`src/rtl/mbox_pkg.sv`:
```
package mbox_pkg;

  // Strobes from the access decoder to the flag datapath.
  typedef struct packed {
    logic setLeft;
    logic clrLeft;
    logic setRight;
    logic clrRight;
  } mboxStrobes_t;

  localparam int NUM_SIDES = 2;
  localparam int SIDE_LEFT = 0;
  localparam int SIDE_RIGHT = 1;

endpackage

```
`src/rtl/mbox_port_dec.sv`:
```
module mbox_port_dec #(
  parameter int ADDR_W = 13,
  parameter logic [ADDR_W-1:0] OWN_BOX = '1,
  parameter logic [ADDR_W-1:0] PEER_BOX = '0
) (
  input  logic [ADDR_W-1:0] addr,
  input  logic              ceN,
  input  logic              rwN,
  input  logic              oeN,
  input  logic              semN,
  output logic              ringPeer,
  output logic              ackOwn
);

  logic memAccess;
  logic isWrite;
  logic isRead;

  always_comb begin
    memAccess = !ceN && semN;
    isWrite   = memAccess && !rwN;
    isRead    = memAccess && rwN && !oeN;
    ringPeer  = isWrite && (addr == PEER_BOX);
    ackOwn    = isRead && (addr == OWN_BOX);
  end

endmodule

```
`src/rtl/mbox_ctrl.sv`:
```
module mbox_ctrl
  import mbox_pkg::*;
#(
  parameter int ADDR_W = 13
) (
  input  logic [NUM_SIDES-1:0][ADDR_W-1:0] addrs,
  input  logic [NUM_SIDES-1:0]             ceNs,
  input  logic [NUM_SIDES-1:0]             rwNs,
  input  logic [NUM_SIDES-1:0]             oeNs,
  input  logic [NUM_SIDES-1:0]             semNs,
  output mboxStrobes_t                     strobes
);

  localparam logic [ADDR_W-1:0] BOX_RIGHT = {ADDR_W{1'b1}};
  localparam logic [ADDR_W-1:0] BOX_LEFT  = {{(ADDR_W-1){1'b1}}, 1'b0};

  logic [NUM_SIDES-1:0] ringPeer;
  logic [NUM_SIDES-1:0] ackOwn;

  for (genvar s = 0; s < NUM_SIDES; s++) begin : g_side
    localparam logic [ADDR_W-1:0] OWN  = (s == SIDE_LEFT) ? BOX_LEFT : BOX_RIGHT;
    localparam logic [ADDR_W-1:0] PEER = (s == SIDE_LEFT) ? BOX_RIGHT : BOX_LEFT;
    mbox_port_dec #(
      .ADDR_W  (ADDR_W),
      .OWN_BOX (OWN),
      .PEER_BOX(PEER)
    ) u_dec (
      .addr    (addrs[s]),
      .ceN     (ceNs[s]),
      .rwN     (rwNs[s]),
      .oeN     (oeNs[s]),
      .semN    (semNs[s]),
      .ringPeer(ringPeer[s]),
      .ackOwn  (ackOwn[s])
    );
  end

  always_comb begin
    strobes.setLeft  = ringPeer[SIDE_RIGHT];
    strobes.clrLeft  = ackOwn[SIDE_LEFT];
    strobes.setRight = ringPeer[SIDE_LEFT];
    strobes.clrRight = ackOwn[SIDE_RIGHT];
  end

endmodule

```
`src/rtl/mbox_flags.sv`:
```
module mbox_flags
  import mbox_pkg::*;
(
  input  logic         clk,
  input  logic         rstN,
  input  mboxStrobes_t strobes,
  output logic         lIntN,
  output logic         rIntN
);

  logic [NUM_SIDES-1:0] setVec;
  logic [NUM_SIDES-1:0] clrVec;
  logic [NUM_SIDES-1:0] flagQ;

  always_comb begin
    setVec[SIDE_LEFT]  = strobes.setLeft;
    setVec[SIDE_RIGHT] = strobes.setRight;
    clrVec[SIDE_LEFT]  = strobes.clrLeft;
    clrVec[SIDE_RIGHT] = strobes.clrRight;
  end

  for (genvar s = 0; s < NUM_SIDES; s++) begin : g_flag
    // set has priority over clear
    always_ff @(posedge clk or negedge rstN) begin
      if (!rstN) begin
        flagQ[s] <= 1'b0;
      end else if (setVec[s]) begin
        flagQ[s] <= 1'b1;
      end else if (clrVec[s]) begin
        flagQ[s] <= 1'b0;
      end
    end
  end

  assign lIntN = ~flagQ[SIDE_LEFT];
  assign rIntN = ~flagQ[SIDE_RIGHT];

endmodule

```
`src/rtl/mbox_intr.sv`:
```
module mbox_intr
  import mbox_pkg::*;
#(
  parameter int ADDR_W = 13
) (
  input  logic              clk,
  input  logic              rstN,
  input  logic [ADDR_W-1:0] lAddr,
  input  logic              lCeN,
  input  logic              lRwN,
  input  logic              lOeN,
  input  logic              lSemN,
  input  logic [ADDR_W-1:0] rAddr,
  input  logic              rCeN,
  input  logic              rRwN,
  input  logic              rOeN,
  input  logic              rSemN,
  output logic              lIntN,
  output logic              rIntN
);

  mboxStrobes_t strobes;

  mbox_ctrl #(.ADDR_W(ADDR_W)) u_ctrl (
    .addrs  ({rAddr, lAddr}),
    .ceNs   ({rCeN, lCeN}),
    .rwNs   ({rRwN, lRwN}),
    .oeNs   ({rOeN, lOeN}),
    .semNs  ({rSemN, lSemN}),
    .strobes(strobes)
  );

  mbox_flags u_flags (
    .clk    (clk),
    .rstN   (rstN),
    .strobes(strobes),
    .lIntN  (lIntN),
    .rIntN  (rIntN)
  );

endmodule

```
`config.mk`:
```
export PLATFORM = sky130hd
export DESIGN_NAME = mbox_intr
export DESIGN_NICKNAME = d
export VERILOG_FILES = /design/src/rtl/mbox_pkg.sv /design/src/rtl/mbox_port_dec.sv /design/src/rtl/mbox_ctrl.sv /design/src/rtl/mbox_flags.sv /design/src/rtl/mbox_intr.sv
export SDC_FILE = /design/constraint.sdc
export NUM_CORES = 1
export LEC_CHECK = 0
export ABC_AREA = 0
export CORE_AREA = 2 2 39 41
export DETAILED_ROUTE_END_ITERATION = 8
export DIE_AREA = 0 0 41 43
export PLACE_DENSITY_LB_ADDON = 0.1
export REMOVE_ABC_BUFFERS = 1
export SYNTH_ARGS = -nofsm -noshare
export SYNTH_HDL_FRONTEND = slang
export SYNTH_HIERARCHICAL = 1
export SYNTH_SLANG_ARGS = --single-unit
```
`constraint.sdc`:
```
create_clock -name clk -period 1.28 [get_ports clk]
set_input_delay 0.128 -clock clk [delete_from_list [all_inputs] [get_ports clk]]
set_output_delay 0.128 -clock clk [all_outputs]
set_load 0.005 [all_outputs]
```
==> results.md <==
- Initial Util: 13.29%
- Top-count cell post-synth: nand4_1
- Avg WL per Cell: 9.429 um
- Slowest CP cell: clkdlybuf4s50_1
- DIE AREA: 1763 um2
- FF-to-FF Start: u_flags/flagQ[0]$_DFFE_PN0P_
- Vias: 323
- CTS Root Cell: clkbuf_4
- Post-synthesis async set-or-reset flop share: 100.0%
- Detail Route Antenna Nets: 0
- CTS tree: yes
- Fraction of layout instances using a drive strength above 1: 13.11%
- Worst Path Required: 1380 ps
- Die width: 41 um
- Crit path max fanout: 2
- Dpl hpwl: 691.3 um
- Htree depth: 1
- Worst path cell trace: clkdlybuf4s50_1, nand4b_1, nor4_1, and4b_1, o21bai_2
- Clock Power Share: 43.3%
- Nets: 99
- Ranking of synthesized cells by area: dfrtp_1, nand4_1, o21bai_2
- Final clock skew: 0 ps
- Total track usage: 10.91%
- Fmax achieved: 0.8177 GHz
- Synthesized area: 183.9 um2
- Power per cell area: 522.7 nW/um2
- R2r worst-path depth: 2
- Net switching power: 52.13 uW
- Via density: 4.195
- Synth Instances: 21
- Die span in y: 43 um
- Critical path launch point type: input port
- Synth area leader: dfrtp_1
- #FFs+latches synth: 2
- Initial antenna violation count: 0
- FILL cells: 149
- Vias in the first global route: 380
- First-pass GRT wire length: 1276 um
- Switching part of the total power: 16.50%
- Tmin final: 1223 ps
- Sequential fraction of the synthesis area: 27.21%
- Drt pass-1 iters: 1
- RSZ-0062 raised after global routing: no
- Worst slew margin: 80.02%
- Overall power: 315.9 uW
- Fin Hold WS: 71.85 ps
- Largest regs: u_flags/flagQ x2
- Largest net degree at the start of global routing: 3
- Core area: 1384 um2
- Final GP Congestion: 0.5947
- Buffers on Ports: 37
- Yosys top cell area share: 27.21%
- Distinct cells, synth: 13
- Routed WL: 726 um
- Largest stage delay, worst path: 460 ps
- Fin crit share: 95.55%
- Hold Buf Count CTS: 0
- Post-synth EDFFs: 0
- Placed insts: 74
- Worst-Margin Slew: 296.9 ps
- RR Endpoint: u_flags/flagQ[0]$_DFFE_PN0P_
- Ports: 38
- Outcome: finished, final reports clean
- Critical Path AT: 1330 ps
- Max_cap viols: 0
- # rows: 14
- Ant diodes: 0
- Non-filler cells, final: 77
- CTS Buffer Depth: 2
- Sink Count: 2
- Min-delay worst type: in -> async
- Max reg flops: 2
- Total gr overflow: 0
- Internal: 263.8 uW
- Synthesis Warnings: 6
- Postcts setup bufs: 0
- Leakage: 0.2527 nW
- Reg power frac: 20.2%
- Reg with most FFs: u_flags/flagQ
- Worst Setup Path Type: in -> reg
- Clk Latency, worst-skew pair: 220 ps
- Max VDD drop: 0.0001516 V
- Final Hold Fails: 0
- Slew Viols, Final: 0
- Num CTS Buffers: 3
- Combinational Power Share: 36.5%
- Remaining DRCs: 0
- Post-Syn Area per Cell: 8.758 um2
- Starting DRC count in detailed routing: 0
- Final Setup Violations: 0
- FF-to-FF setup slack: 690 ps
- Crit path capture type: flop
- Primary FF master, synth: dfrtp_1
- Synthesis-to-layout area growth: 228.6%
- Clk slew on worst S/H paths: 30 ps
[kinds of logic (layout without fill, tap and decap cells)]
group	after synthesis	after routing	share of synthesized area (%)
AND/OR/NAND/NOR	15	15	56.46
AO/OA/AOI/OAI	2	2	12.24
buffers and inverters	2	42	4.078
flip-flops	2	2	27.21
[routing by layer]
metal	GRT usage [%]	part of all wire, %	vias to the layer above
li1	-	-	164
met1	11.15	30	142
met2	17.19	60	17
met3	0.5236	9.1	0
met4	12.00	0	0
met5	0	0	-
[power groups by stage]
| stage | Clock [mW] | Combinational (mW) | Sequential [mW] |
|---|---|---|---|
| floorplan | 0 | 0.00677 | 0.0645 |
| global placement | 0 | 0.115 | 0.0644 |
| detailed placement | 0 | 0.116 | 0.0644 |
| CTS | 0.146 | 0.116 | 0.0638 |
| global route | 0.151 | 0.125 | 0.0637 |
| finish | 0.137 | 0.115 | 0.0638 |
[cells in the final DEF (no fill, tap or decap), drive strengths merged, types with 2 or more instances in the layout]
cell type	count
clkbuf	3
clkdlybuf4s50	35
dfrtp	2
inv	2
nand2	2
nand4	4
nand4b	2
nor4	2
o21bai	2
[worst max-delay path by stage]
stage | depth (start not counted) | slack (ps) | from | end
final | 5 | 60 | rAddr[3] | u_flags/flagQ[1]$_DFFE_PN0P_
after floorplan | 4 | 340 | rCeN | u_flags/flagQ[1]$_DFFE_PN0P_
after CTS | 2 | 10 | u_flags/flagQ[1]$_DFFE_PN0P_ | rIntN
after global placement | 5 | -140 | rAddr[1] | u_flags/flagQ[1]$_DFFE_PN0P_
after global routing | 5 | 9 | rCeN | u_flags/flagQ[0]$_DFFE_PN0P_
after detailed placement | 5 | -160 | rCeN | u_flags/flagQ[1]$_DFFE_PN0P_
[critical path: cells and delay by family]
family	cells	cell delay, ps
compound gates	1	60
simple gates	3	690
buf+inv	1	460
[metrics by stage]
step	instance area, um2	worst slack, ps	util (%)	setup TNS (ps)
after global routing	604.3	9.290	43.67	0
after floorplan	183.9	341.1	-	0
after detailed placement	574.3	-164.1	41.50	-312.8
final	604.3	56.99	43.67	0
after CTS	595.6	10.80	43.04	0
after global placement	574.3	-141.6	41.50	-273.8
[repair_timing]
item,CTS,global route
setup endpoints to repair,1,2
hold endpoints to repair,0,0
gates resized for setup,1,2
[cell type report]
| type | count | area, um2 | share of cell area (%) |
|---|---|---|---|
| flip-flops and latches | 2 | 50.05 | 8.282 |
| well taps | 16 | 20.02 | 3.313 |
| multi-input cells | 17 | 132.6 | 21.95 |
| inverters | 2 | 7.507 | 1.242 |
| clock buffers | 3 | 22.52 | 3.727 |
| repair buffers | 37 | 371.6 | 61.49 |
Note: power is estimated with default switching activity, not from simulation.
